[config.mk]
export PLATFORM = sky130hd
export DESIGN_NAME = ies_entry_seq
export DESIGN_NICKNAME = d
export VERILOG_FILES = /design/src/rtl/ies_pkg.sv /design/src/rtl/ies_stacker.sv /design/src/rtl/ies_fetcher.sv /design/src/rtl/ies_entry_seq.sv
export SDC_FILE = /design/constraint.sdc
export NUM_CORES = 1
export LEC_CHECK = 0
export ABC_AREA = 1
export BUFFER_PORTS_ARGS = -buffer_cell sky130_fd_sc_hd__buf_2
export CORE_AREA = 2 2 204 206
export CTS_CLUSTER_DIAMETER = 100
export CTS_CLUSTER_SIZE = 40
export DETAILED_ROUTE_END_ITERATION = 10
export DIE_AREA = 0 0 206 208
export HOLD_SLACK_MARGIN = 0.05
export SYNTH_ARGS = -nofsm -noshare
export SYNTH_HDL_FRONTEND = slang
export SYNTH_HIERARCHICAL = 1
export SYNTH_SLANG_ARGS = --single-unit
[constraint.sdc]
create_clock -name clk -period 6.17 [get_ports clk]
set_clock_uncertainty 0.2 [all_clocks]
set_input_delay 1.234 -clock clk [delete_from_list [all_inputs] [get_ports clk]]
set_output_delay 1.234 -clock clk [all_outputs]
set_load 0.01 [all_outputs]
[src/rtl/ies_pkg.sv]
package ies_pkg;
  localparam int ADDR_W = 32;
  typedef logic [ADDR_W-1:0] addr_t;

  typedef enum logic [1:0] {
    ST_IDLE   = 2'd0,
    ST_NORMAL = 2'd1,
    ST_LATE   = 2'd2
  } ent_stat_e;

  // vector slot for an exception number: one word per slot
  function automatic addr_t vec_slot_addr(addr_t base, int unsigned num);
    return base + (addr_t'(num) << 2);
  endfunction

  // frame base after allocating a frame of the given word count
  function automatic addr_t frame_base(addr_t sp, int unsigned words);
    return sp - (addr_t'(words) << 2);
  endfunction

  // address of frame word k
  function automatic addr_t frame_slot(addr_t base, int unsigned k);
    return base + (addr_t'(k) << 2);
  endfunction
endpackage

[src/rtl/ies_stacker.sv]
module ies_stacker
  import ies_pkg::*;
#(
  parameter int FRAME_WORDS = 8,
  parameter int DATA_W      = 32
) (
  input  logic                          clk,
  input  logic                          rst_n,
  input  logic                          start,
  input  addr_t                         base,
  input  logic [FRAME_WORDS*DATA_W-1:0] frame,
  output logic                          wr_en,
  output addr_t                         wr_addr,
  output logic [DATA_W-1:0]             wr_data,
  output logic                          busy,
  output logic                          last
);
  localparam int CW = (FRAME_WORDS > 1) ? $clog2(FRAME_WORDS) : 1;
  localparam logic [CW-1:0] LAST_IDX = CW'(FRAME_WORDS - 1);

  logic [DATA_W-1:0] words [FRAME_WORDS];
  logic [CW-1:0]     idx_q;
  logic              busy_q;

  for (genvar g = 0; g < FRAME_WORDS; g++) begin : g_word
    assign words[g] = frame[g*DATA_W +: DATA_W];
  end

  always_ff @(posedge clk or negedge rst_n) begin
    if (!rst_n) begin
      busy_q <= 1'b0;
      idx_q  <= '0;
    end else if (start) begin
      busy_q <= 1'b1;
      idx_q  <= '0;
    end else if (busy_q) begin
      if (idx_q == LAST_IDX) busy_q <= 1'b0;
      idx_q <= idx_q + 1'b1;
    end
  end

  assign busy    = busy_q;
  assign last    = busy_q && (idx_q == LAST_IDX);
  assign wr_en   = busy_q;
  assign wr_addr = frame_slot(base, 32'(idx_q));
  assign wr_data = words[idx_q];

  // frame words land on consecutive ascending word addresses
  a_r3_consecutive_words: assert property (@(posedge clk) disable iff (!rst_n)
    (wr_en && $past(wr_en) && !$past(start)) |-> (wr_addr == $past(wr_addr) + 32'd4));

  // a frame push is never restarted while one is running
  a_r8_no_restack: assert property (@(posedge clk) disable iff (!rst_n)
    start |-> !busy);
endmodule

[src/rtl/ies_fetcher.sv]
module ies_fetcher
  import ies_pkg::*;
#(
  parameter int    NUM_W     = 9,
  parameter int    LAST_STEP = 7,
  parameter addr_t VEC_BASE  = 32'h0000_0400
) (
  input  logic             clk,
  input  logic             rst_n,
  input  logic             start,
  input  logic [NUM_W-1:0] num,
  input  addr_t            rd_data,
  output logic             rd_en,
  output addr_t            rd_addr,
  output logic             pf_start,
  output addr_t            pf_addr,
  output logic             busy,
  output logic             last
);
  localparam int SW = $clog2(LAST_STEP + 1);
  localparam logic [SW-1:0] S_READ = SW'(0);
  localparam logic [SW-1:0] S_CAPT = SW'(1);
  localparam logic [SW-1:0] S_PREF = SW'(2);
  localparam logic [SW-1:0] S_LAST = SW'(LAST_STEP);

  logic [SW-1:0] step_q;
  logic          busy_q;
  addr_t         handler_q;

  always_ff @(posedge clk or negedge rst_n) begin
    if (!rst_n) begin
      busy_q    <= 1'b0;
      step_q    <= '0;
      handler_q <= '0;
    end else begin
      if (busy_q && step_q == S_CAPT) handler_q <= rd_data;
      if (start) begin
        busy_q <= 1'b1;
        step_q <= '0;
      end else if (busy_q) begin
        if (step_q == S_LAST) busy_q <= 1'b0;
        step_q <= step_q + 1'b1;
      end
    end
  end

  assign busy     = busy_q;
  assign last     = busy_q && (step_q == S_LAST);
  assign rd_en    = busy_q && (step_q == S_READ);
  assign rd_addr  = vec_slot_addr(VEC_BASE, 32'(num));
  assign pf_start = busy_q && (step_q == S_PREF);
  assign pf_addr  = handler_q;

  // a prefetch always follows its own vector read by two cycles
  a_r5_prefetch_after_read: assert property (@(posedge clk) disable iff (!rst_n)
    pf_start |-> $past(rd_en, 2));

  // vector read happens once per (re)start, on the cycle after it
  a_r4_read_after_start: assert property (@(posedge clk) disable iff (!rst_n)
    rd_en |-> $past(start));
endmodule

[src/rtl/ies_entry_seq.sv]
module ies_entry_seq
  import ies_pkg::*;
#(
  parameter int    PRI_W       = 8,
  parameter int    NUM_W       = 9,
  parameter int    FRAME_WORDS = 8,
  parameter int    DATA_W      = 32,
  parameter addr_t VEC_BASE    = 32'h0000_0400
) (
  input  logic                          clk,
  input  logic                          rst_n,
  input  logic                          req_valid,
  input  logic [NUM_W-1:0]              req_num,
  input  logic [PRI_W-1:0]              req_pri,
  output logic                          req_ack,
  input  logic [31:0]                   sp_in,
  input  logic [FRAME_WORDS*DATA_W-1:0] ctx_words,
  output logic                          stk_wr_en,
  output logic [31:0]                   stk_wr_addr,
  output logic [DATA_W-1:0]             stk_wr_data,
  output logic                          vec_rd_en,
  output logic [31:0]                   vec_rd_addr,
  input  logic [31:0]                   vec_rd_data,
  output logic                          pf_start,
  output logic [31:0]                   pf_addr,
  output logic [31:0]                   sp_out,
  output logic [PRI_W-1:0]              cur_pri,
  output logic [NUM_W-1:0]              exc_num,
  output logic [1:0]                    entry_status,
  output logic                          exec_start
);
  localparam logic [PRI_W-1:0] PRI_THREAD = '1;
  localparam int FETCH_LAST = FRAME_WORDS - 1;

  // named internal events
  logic outranks, take_new, take_late, entering, fetch_last;
  logic stk_busy, stk_last, entry_done;

  logic [PRI_W-1:0] cur_pri_q;
  logic [NUM_W-1:0] ent_num_q, exc_num_q;
  addr_t            sp_q;
  logic             late_q, exec_q;
  ent_stat_e        status_q;

  assign outranks   = req_valid && (req_pri < cur_pri_q);
  assign take_new   = outranks && !entering;
  assign take_late  = outranks && entering;
  assign req_ack    = take_new || take_late;
  assign entry_done = fetch_last && !take_late;

  always_ff @(posedge clk or negedge rst_n) begin
    if (!rst_n) begin
      cur_pri_q <= PRI_THREAD;
      ent_num_q <= '0;
      exc_num_q <= '0;
      sp_q      <= '0;
      late_q    <= 1'b0;
      exec_q    <= 1'b0;
      status_q  <= ST_IDLE;
    end else begin
      if (req_ack) begin
        cur_pri_q <= req_pri;
        ent_num_q <= req_num;
      end
      if (take_new) begin
        sp_q   <= frame_base(sp_in, FRAME_WORDS);
        late_q <= 1'b0;
      end else if (take_late) begin
        late_q <= 1'b1;
      end
      exec_q <= entry_done;
      if (entry_done) begin
        exc_num_q <= ent_num_q;
        status_q  <= late_q ? ST_LATE : ST_NORMAL;
      end
    end
  end

  ies_stacker #(
    .FRAME_WORDS(FRAME_WORDS),
    .DATA_W     (DATA_W)
  ) stacker_i (
    .clk    (clk),
    .rst_n  (rst_n),
    .start  (take_new),
    .base   (sp_q),
    .frame  (ctx_words),
    .wr_en  (stk_wr_en),
    .wr_addr(stk_wr_addr),
    .wr_data(stk_wr_data),
    .busy   (stk_busy),
    .last   (stk_last)
  );

  ies_fetcher #(
    .NUM_W    (NUM_W),
    .LAST_STEP(FETCH_LAST),
    .VEC_BASE (VEC_BASE)
  ) fetcher_i (
    .clk     (clk),
    .rst_n   (rst_n),
    .start   (req_ack),
    .num     (ent_num_q),
    .rd_data (vec_rd_data),
    .rd_en   (vec_rd_en),
    .rd_addr (vec_rd_addr),
    .pf_start(pf_start),
    .pf_addr (pf_addr),
    .busy    (entering),
    .last    (fetch_last)
  );

  assign sp_out       = sp_q;
  assign cur_pri      = cur_pri_q;
  assign exc_num      = exc_num_q;
  assign entry_status = status_q;
  assign exec_start   = exec_q;

  // current priority follows every accepted request
  a_r2_pri_follows: assert property (@(posedge clk) disable iff (!rst_n)
    req_ack |=> (cur_pri == $past(req_pri)));

  // the frame is complete no later than the entry end
  a_r6_frame_before_exec: assert property (@(posedge clk) disable iff (!rst_n)
    fetch_last |-> (!stk_busy || stk_last));

  // execute marker is a single-cycle pulse with a non-idle status
  a_r6_exec_pulse: assert property (@(posedge clk) disable iff (!rst_n)
    exec_start |-> (entry_status != ST_IDLE) && !$past(exec_start));

  // stack pointer is held while an entry is in flight
  a_r8_sp_held: assert property (@(posedge clk) disable iff (!rst_n)
    entering |=> $stable(sp_out));

  // a late-arrival status is only reported after a takeover
  a_r7_late_status: assert property (@(posedge clk) disable iff (!rst_n)
    (exec_start && entry_status == ST_LATE) |-> late_q);
endmodule

### Word level (Yosys, flattened, before mapping)

Cells that the tools add are included.

| cells by class | value |
|---|---|
| equality and inequality tests | 4 |
| reduce and logical (&&, ||, !) cells | 15 |
| bitwise logic cells | 1 |
| order comparisons | 2 |
| add/sub/neg operators | 5 |
| multiplexer cells | 16 |

Operator list:

| cell | count |
|---|---|
| 32-bit binary-select mux with 3-bit select | 1 |
| 32-bit two-way mux | 2 |
| 32-bit by 5-bit adder with 32-bit output | 1 |
| 32-bit by 6-bit subtractor with 32-bit output, second input constant | 1 |
| 11-bit by 11-bit adder with 12-bit output, first input constant | 1 |
| 3-bit two-way mux | 4 |
| 1-bit logical AND | 8 |
| 8-bit < comparator | 1 |
| 1-bit two-way mux | 8 |
| 3-bit by 1-bit adder with 3-bit output, second input constant | 2 |
| 3-bit equality test, second input constant | 2 |
| 2-bit nonzero test | 3 |
| 4-bit greater-or-equal comparator, second input constant | 1 |
| 3-bit NOT with 4-bit output | 1 |
| 3-bit by 1-bit equality test with 1-bit output, second input constant | 1 |
| 3-bit by 2-bit equality test with 1-bit output, second input constant | 1 |
| 3-bit zero test | 1 |
| 1-bit zero test | 2 |
| 2-bit two-way mux | 1 |
| 1-bit logical OR | 1 |

| storage, ports and cells | value |
|---|---|
| word-level logic and storage cells | 55 |
| input port bits | 340 |
| output and inout bits | 184 |
| bits in registers | 102 |

### Logic depth before layout (Yosys ltp)

Gate-level depths: netlist of the first run.

| logic depth | value |
|---|---|
| word-level depth | 5 |
| gate-level depth with buffers | 13 |

### By module

Netlist of the first run, hierarchy kept.

Modules (own cells, without submodules):

| module | sequential area each (µm²) | cells an instance | instances | area each (µm²) |
|---|---|---|---|---|
| ies_stacker | 100.1 | 690 | 1 | 3369.5 |
| ies_entry_seq | 1561.5 | 410 | 1 | 3170.5 |
| ies_fetcher | 900.9 | 204 | 1 | 1809.2 |

### Worst setup path before layout of the first run

Ideal clock, no wire load.

| timing path | value |
|---|---|
| kind | input to output |
| from | input req_pri[7] |
| to | output req_ack |
| stages | 7 |
| setup slack | 2.403 ns |
| required time | 4.736 ns |
| arrival | 2.333 ns |
| path buffers | 1 |
| path through | ha_1 -> nand2_1 -> nand3b_1 -> nor3b_2 -> nand2_1 -> inv_2 -> buf_4 |

| between the ends | value |
|---|---|
| cells in the longest elaborated chain, start to end | 4 |
| elaborated cells between the ends (all ways) | 5 |
| those cells by class | order compare (1); reduce/logical (4) |

Ends and longest elaborated chain:

| element | RTL line | source |
|---|---|---|
| start: declaration | ies_entry_seq.sv:14 | `input logic [PRI_W-1:0] req_pri,` |
| 8-bit < comparator (*) | ies_entry_seq.sv:45 | `assign outranks = req_valid && (req_pri < cur_pri_q);` |
| 1-bit logical AND (*) | ies_entry_seq.sv:45 |  |
| 1-bit logical AND (on tied branches) | ies_entry_seq.sv:46, ies_entry_seq.sv:47 |  |
| 1-bit logical OR (*) | ies_entry_seq.sv:48 | `assign req_ack = take_new \|\| take_late;` |
| end: declaration | ies_entry_seq.sv:15 | `output logic req_ack,` |

Every way passes the cells marked *; elsewhere a longest branch is shown, timed or not.

### Worst setup path after layout of the first run

Same ends and word-level chain as after synthesis.

==> metrics, run 1 <==
status completed; Crit Reg-Reg Endpoint fetcher_i/step_q[2]; gr usage total 17.5%; First-pass DRT Iterations 5; mapped cell area about 0.0083 sq mm; grt ovf 0; # rows 74; Max Buffers Root-to-Sink 2; initial cell density of the core about 21%; Lkg Pwr about 6.1 nW; RSZ-0062 raised after global routing false; routed vias 10356; Root Buffer clkbuf_16; WL met1 about 17000 microns; final hold viol count 0; Reg2Reg Launch Point cur_pri[7]; syn_area_per_cell 6.41 sq um; Area Growth Syn to Fin 35.2%; Die Area between 0.04 and 0.05 sq mm; DR WL met2 18600 microns; port bufs 501; PwrDens between 400 and 500 mW/mm^2; Min-Delay Endpoint exc_num[4]; fin crit period approximately 4600 ps; Clock Power Share 11.0%; clk sinks about 100; Setup crit end kind output port; Final Net Count 2096; Hold Path Class reg2reg; pre-CTS setup slack between 1500 and 2000 ps; setup TNS 0 ps; Max Clk Rate 217 MHz; Core ar. roughly 0.04 sq mm; total CTS buffers 9; dpl hpwl about 32000 microns; WP data arrival 3170 ps; hold buffers post-CTS 0; hold path depth 2; DRC violations left 0; combinational share of power 61.2%; Ports around 520; final-report setup violation count 0; Net Switching around 2.8 mW; Net Sw Frac between 50% and 60%; first-pass GRT wire length approximately 57000 microns; CTS tree yes; clock-pin slew on the worst setup and hold paths 70 ps; largest net degree at the start of global routing 85; Cells after DPL approximately 2300; # H-tree levels 3; layout cells sized above 1 a little under a third; Post-Syn Instances about 1300; chip width 206 microns; Die H approximately 210 microns; Final Core Density about 28%; Reg power frac about 28%; Slew Limit Fails 0; CP Data Required Time around 4700 ps; crit start category input port; via/cell ratio 4.54; final WL 39900 microns; highest metal used met5; crit path launch req_pri[7]; wire per inst roughly 18 microns; CP Max Fanout 26; kind of critical path in2out; Skew-Pair Late Insertion Delay approximately 360 ps; Worst slew margin 43.0%; Final Non-Filler Cells roughly 2300; post-CTS sizing 0; setup slack, reg-to-reg around 3200 ps; metal3 WL approximately 3500 microns; Max VDD drop about 230 uV; Synth Warn # 6; number of global-route vias before repair 9790; Routed Antenna Nets 0; initial DRC count ~840; hold path start exc_num[4]; final worst-path cycle share between 70 and 80%; overall power between 5 and 6 mW; Least-Margin Pin Slew between 800 and 900 ps; internal power roughly 2.4 mW; gp weighted congestion 1.00; Post-CTS Setup Bufs 0; R2R depth 10; initial antenna violation count 7; slack of the critical path 1570 ps; # Max-Cap Violations 0
## sequential cells by signal (all words and copies together) (netlist names)
name and count:
entry_status 2, fetcher_i/busy 1, cur_pri 8, ent_num_q 9
fetcher_i/step_q 3, sp_out 32, exec_start 1, exc_num 9
stacker_i/busy 1, late_q 1, fetcher_i/pf_addr 32, stacker_i/idx_q 3
## routing by layer
metal / global-route usage [%] / up-vias
met5: 0 / -
met3: 4.28 / 51
met2: 28.9 / 501
met1: 22.5 / 4743
li1: - / 5057
met4: 4.75 / 4
## worst max-delay path by stage
| stage | to | slack, ps | cells past startpoint |
|---|---|---|---|
| 6_report | req_ack | 1570 | 8 |
| 5_1_grt | stk_wr_addr[12] | 1390 | 8 |
| 4_1_cts | stk_wr_addr[12] | 1550 | 8 |
| 3_5_place_dp | req_ack | 1600 | 8 |
| 3_3_place_gp | req_ack | 1650 | 8 |
| 2_1_floorplan | req_ack | 2400 | 7 |
## power by group through the flow
stage,sequential (mW),clock (mW),combinational (mW)
2_1_floorplan,1.37,0,2.00
3_3_place_gp,1.45,0,3.14
3_5_place_dp,1.45,0,3.18
4_1_cts,1.45,0.598,3.18
5_1_grt,1.51,0.622,3.52
6_report,1.45,0.574,3.20
## critical path, cell delays in order
cell and delay, ps:
buf_2 110, ha_1 320, nand2_1 100, nor2_1 60, nor3b_2 340, nand2_1 360
inv_2 430, buf_2 210
## placed cells by master (no fill, tap or decap), types with 8 or more instances in the layout
cell,instances
o21ai_0,93
nand4_1,39
nand3b_1,12
clkbuf_16,9
conb_1,22
o21ai_1,73
nand3_1,39
buf_2,500
xnor2_1,13
dfrtp_1,92
inv_1,66
buf_4,12
ha_1,18
xor2_1,20
o22ai_1,64
nor2_1,208
nand2_1,421
dfstp_2,8
## stage by stage
stage                     area, sq um  hold WS, ps
after global placement          11000          249
after detailed placement        11000          256
after floorplan                  8420          272
final                           11300          270
after global routing            11300          288
after CTS                       11300          277
## cell type report
type	count	area, sq um
multi-input combinational	1040	4890
inverter	72	273
timing repair buffer	512	2590
tap	532	666
sequential	102	2570
clock buffer	13	250
fill	4610	29300
antenna	5	12.5
clock inverter	3	28.8
Note: power is estimated with default switching activity, not from simulation.
==> run 2: changes to the inputs <==
--- a/config.mk
+++ b/config.mk
@@ -7,11 +7,11 @@
 export LEC_CHECK = 0
 export ABC_AREA = 1
 export BUFFER_PORTS_ARGS = -buffer_cell sky130_fd_sc_hd__buf_2
-export CORE_AREA = 2 2 204 206
+export CORE_AREA = 2 2 206 208
 export CTS_CLUSTER_DIAMETER = 100
 export CTS_CLUSTER_SIZE = 40
 export DETAILED_ROUTE_END_ITERATION = 10
-export DIE_AREA = 0 0 206 208
+export DIE_AREA = 0 0 208 210
 export HOLD_SLACK_MARGIN = 0.05
 export SYNTH_ARGS = -nofsm -noshare
 export SYNTH_HDL_FRONTEND = slang
==> constraint.sdc (replaced) <==
create_clock -name clk -period 4.5 [get_ports clk]
set_clock_uncertainty 0.2 [all_clocks]
set_input_delay 0.9 -clock clk [delete_from_list [all_inputs] [get_ports clk]]
set_output_delay 0.9 -clock clk [all_outputs]
set_load 0.01 [all_outputs]
==> run 2 against run 1 <==
Net effect: final area up 0.73%; sequential power is 29% higher; register-to-register slack lost 1500 ps; via count is 1.0% higher; sequential share of layout area is 0.17 points lower; routed wire length increased by 0.58%; flip-flop and latch count unchanged; clock power is 43% higher; global-route usage is 0.071 points lower; critical path type is now reg2out; critical endpoint is now stk_wr_data[23]; largest power group unchanged; highest routed layer unchanged.
==> metrics, run 2 (same netlist as run 1, synthesis figures left out) <==
metal3 WL 3330 microns; layout cells sized above 1 32.1%; RSZ-0062 raised after global routing false; clock-pin slew on the worst setup and hold paths roughly 90 ps; R2R depth 11; Setup crit end kind output port; CP dominant cell by count nand2_1; Lkg Pwr ~6.1 nW; CP max stage cell buf_4; dpl hpwl roughly 32000 microns; Post-CTS Setup Bufs 0; WP data arrival around 2600 ps; CTS tree yes; wire per inst approximately 18 microns; initial DRC count roughly 800; Max Buffers Root-to-Sink 2; DRC violations left 0; status completed; setup TNS 0 ps; most frequent cells in the layout buf_2, nand2_1, nor2_1; grt ovf 0; Area Growth Syn to Fin 36.2%; Least-Margin Pin Slew 947 ps; Core ar. approximately 0.041 sq mm; clk sinks just over 100; Cell Chain, Critical Path inv_2, buf_4, o21ai_0, o22ai_1, nand2_1, nand2_1, buf_2; routed vias ~10000; final WL around 40000 microns; largest stage delay on the critical path 460 ps; kind of critical path reg2out; # Max-Cap Violations 0; Max Clk Rate roughly 270 MHz; largest net degree at the start of global routing between 100 and 150; initial antenna violation count 7; hold slack around 270 ps; Max VDD drop between 200 and 300 uV; CP Data Required Time between 3000 and 4000 ps; First-pass DRT Iterations 5; Root Buffer clkbuf_16; fillers around 4700; Slew Limit Fails 0; first-pass GRT wire length about 59000 microns; total CTS buffers 9; hold buffers post-CTS 0; fin crit period roughly 3700 ps; via/cell ratio 4.57; final hold viol count 0; DR WL met2 18600 microns; Routed Antenna Nets 0; hold path depth 2; crit start category register; commonest non-fill, non-tap cell in the layout buf_2; highest metal used met5; # H-tree levels 3; # rows 75; initial cell density of the core around a fifth; final-report setup violation count 0; post-CTS sizing 0; Cells after DPL 2268; Hold Path Class reg2reg; Worst slew margin between 30% and 40%; chip width 208 microns; Final Non-Filler Cells between 2000 and 2500; Die H between 200 and 250 microns; overall power between 7 and 8 mW; Final Net Count approximately 2100; final worst-path cycle share 82.3%; gp weighted congestion 0.952; CP Max Fanout 37; number of global-route vias before repair 9891; WL met1 17300 microns; port bufs between 500 and 600; Skew-Pair Late Insertion Delay between 300 and 400 ps; PwrDens between 600 and 700 mW/mm^2; Ports about 520; gr usage total between 10% and 20%; Die Area around 0.044 sq mm
[run 2: cell types whose count changed in the layout (fill, tap and decap cells not counted), sizes merged]
cell      change
clkinv        +3
buf           +3
clkbuf        -4
diode         +1
clkinvlp      +1
[run 2: report_power, final]
group          total, mW  internal (mW)  switching [mW]
logic               4.52           1.58            2.94
clock network      0.818          0.395           0.424
registers           1.87           1.38           0.493
total               7.22           3.36            3.86
[run 2: cell type report]
| type | instances | area [sq um] | share of cell area [%] |
|---|---|---|---|
| repair buffers | 515 | 2640 | 23.2 |
| clock buffers | 9 | 225 | 1.98 |
| inverters | 72 | 273 | 2.40 |
| diodes | 6 | 15.0 | 0.132 |
| clock inverters | 7 | 77.6 | 0.683 |
| well taps | 539 | 674 | 5.93 |
| flip-flops and latches | 102 | 2570 | 22.6 |
| multi-input cells | 1040 | 4890 | 43.0 |
[run 2: stage by stage]
stage	area (sq um)	setup slack [ps]	utilization, %
after global placement	11000	1010	26.6
final	11400	796	27.4
after floorplan	8420	1400	-
after global routing	11400	596	27.4
after detailed placement	11000	1010	26.6
after CTS	11300	754	27.4
[run 2: routing by layer]
metal  global-route usage [%]  up-vias
met1                     23.3     4843
li1                         -     5075
met2                     28.0      491
met4                     5.14        2
met3                     3.89       50
met5                        0        -
[run 2: path summary, 6_finish.rpt]
path,startpoint,end,slack [ps]
max in group asynchronous,rst_n,fetcher_i/pf_addr[27],2760
min in group asynchronous,rst_n,exc_num[8],450
worst max register to register,cur_pri[7],stacker_i/idx_q[2],1700
worst max-delay path,stacker_i/idx_q[1],stk_wr_data[23],800
worst min-delay path,fetcher_i/pf_addr[11],fetcher_i/pf_addr[11],270
worst min register to register,fetcher_i/pf_addr[11],fetcher_i/pf_addr[11],270
[run 2: worst max-delay path: cells and delay by family, from the launching register on]
| kind | cells | cell delay [ps] |
|---|---|---|
| AOI/OAI and AO/OA | 2 | 610 |
| and+or+nand+nor | 2 | 190 |
| DFF | 1 | 410 |
| buffers and inverters | 3 | 1000 |
==> run 3: changes to the inputs <==
--- a/config.mk
+++ b/config.mk
@@ -5,13 +5,13 @@
 export SDC_FILE = /design/constraint.sdc
 export NUM_CORES = 1
 export LEC_CHECK = 0
-export ABC_AREA = 1
+export ABC_AREA = 0
 export BUFFER_PORTS_ARGS = -buffer_cell sky130_fd_sc_hd__buf_2
-export CORE_AREA = 2 2 206 208
+export CORE_AREA = 2 2 203 205
 export CTS_CLUSTER_DIAMETER = 100
 export CTS_CLUSTER_SIZE = 40
 export DETAILED_ROUTE_END_ITERATION = 10
-export DIE_AREA = 0 0 208 210
+export DIE_AREA = 0 0 205 207
 export HOLD_SLACK_MARGIN = 0.05
 export SYNTH_ARGS = -nofsm -noshare
 export SYNTH_HDL_FRONTEND = slang
==> constraint.sdc (replaced) <==
create_clock -name clk -period 3.9 [get_ports clk]
set_clock_uncertainty 0.2 [all_clocks]
set_input_delay 0.78 -clock clk [delete_from_list [all_inputs] [get_ports clk]]
set_output_delay 0.78 -clock clk [all_outputs]
set_load 0.01 [all_outputs]
==> run 3 against run 2 <==
Net effect: sequential power up 18%; synthesized cell count down 52%; largest power group unchanged; flip-flop and latch count unchanged; critical path type unchanged; non-clock buffer count shrank 1; critical endpoint is now stk_wr_addr[24]; final area shrank 1.7%; critical path depth grew 1; utilization grew 0.28 points; synthesized area down 5.2%; global-route usage grew 2.0 points; largest cell class unchanged; total power up 16%.
==> metrics, run 3 <==
gp weighted congestion roughly 0.95; dpl hpwl approximately 36000 microns; CP Max Fanout 16; total CTS buffers 9; final-report setup violation count 0; Die H approximately 210 microns; # Max-Cap Violations 0; pre-CTS setup slack 505 ps; largest net degree at the start of global routing 67; # rows 74; via/cell ratio between 4 and 5; crit start category register; Core ar. a little over 0.04 sq mm; Post-CTS Setup Bufs 0; syn_area_per_cell 12.5 sq um; Worst slew margin 52.2%; final hold viol count 0; initial antenna violation count 59; Setup crit end kind output port; gr usage total about a fifth; port bufs 501; fin crit period 3700 ps; kind of critical path reg2out; crit path launch stacker_i/idx_q[1]; CTS tree yes; chip width 205 microns; number of global-route vias before repair 7650; Root Buffer clkbuf_16; routed vias between 7000 and 8000; clock-pin slew on the worst setup and hold paths around 80 ps; post-CTS sizing 0; Hold Path Class in2async; final WL 42600 microns; Slew Limit Fails 0; CP Data Required Time ~3000 ps; Die Area between 0.04 and 0.05 sq mm; first-pass GRT wire length between 50000 and 60000 microns; Reg2Reg Launch Point cur_pri[7]; hold buffers post-CTS 0; grt ovf 0; final worst-path cycle share 94.7%; slack of the critical path about 200 ps; Least-Margin Pin Slew just over 700 ps; PwrDens around 750 mW/mm^2; First-pass DRT Iterations 4; Post-Syn Instances between 600 and 700; Max Clk Rate ~270 MHz; Max VDD drop around 570 uV; Ports 524; status completed; wire per inst 25.6 microns; commonest non-fill, non-tap cell in the layout buf_2; mapped cell area between 0.007 and 0.008 sq mm; clk sinks approximately 100; DRC violations left 0; Lkg Pwr about 5.2 nW; setup TNS 0 ps; most frequent cells in the layout buf_2, dfrtp_1, mux2_2; Final Net Count 1463; RSZ-0062 raised after global routing false; initial cell density of the core a little under 20%; WP data arrival ~2700 ps; initial DRC count around 500; Area Growth Syn to Fin 41.4%; layout cells sized above 1 66.5%; # H-tree levels 3; Skew-Pair Late Insertion Delay between 300 and 400 ps; Max Buffers Root-to-Sink 2; Routed Antenna Nets 0; Synth Warn # 6
run 3: layout make-up:
| cell class | instances | area (sq um) |
|---|---|---|
| inverter | 25 | 93.8 |
| clock inverter | 7 | 55.1 |
| timing repair buffer | 514 | 2650 |
| clock buffer | 9 | 225 |
| tap | 532 | 666 |
| fill | 4287 | 29200 |
| sequential | 102 | 2570 |
| multi-input combinational | 452 | 4860 |
| antenna | 23 | 57.6 |
run 3: final timing paths:
path	end	slack (ps)	cells past startpoint
worst max-delay path	stk_wr_addr[24]	200	8
worst min-delay path	fetcher_i/step_q[1]	250	1
worst max register to register	sp_out[9]	970	8
worst min register to register	fetcher_i/pf_addr[6]	310	1
max in group asynchronous	stacker_i/idx_q[1]	2480	2
min in group clk	fetcher_i/pf_addr[6]	310	1
run 3: power breakdown:
part	internal, mW	switching (mW)
sequential	1.62	0.578
combinational	2.66	2.65
clock	0.442	0.450
run 3: stage by stage:
step	hold slack, ps	util [%]	instance area [sq um]	total power [mW]	std cells
CTS	255	27.5	11100	8.48	1641
global placement	285	26.8	10800	7.47	1625
detailed placement	290	26.8	10800	7.55	1625
floorplan	284	-	7980	5.58	652
finish	247	27.7	11200	8.40	1664
global route	288	27.6	11100	8.89	1654
run 3: worst max-delay path, cell delays in order, from the launching register on:
cell	delay, ps
dfrtp_4	580
inv_1	100
fa_1	440
nand2b_4	180
a2111oi_4	330
buf_4	250
nand4_1	150
xnor2_1	160
buf_2	140
run 3: layer usage:
metal / global-route usage (%) / wire (microns) / vias to the layer above / share of wire [%]
met5: 0 / 170 / - / 0.40
met4: 8.66 / 1630 / 24 / 3.8
met3: 5.63 / 3900 / 124 / 9.2
met2: 37.6 / 23300 / 468 / 55
met1: 18.5 / 13600 / 3716 / 32
li1: - / - / 3302 / -
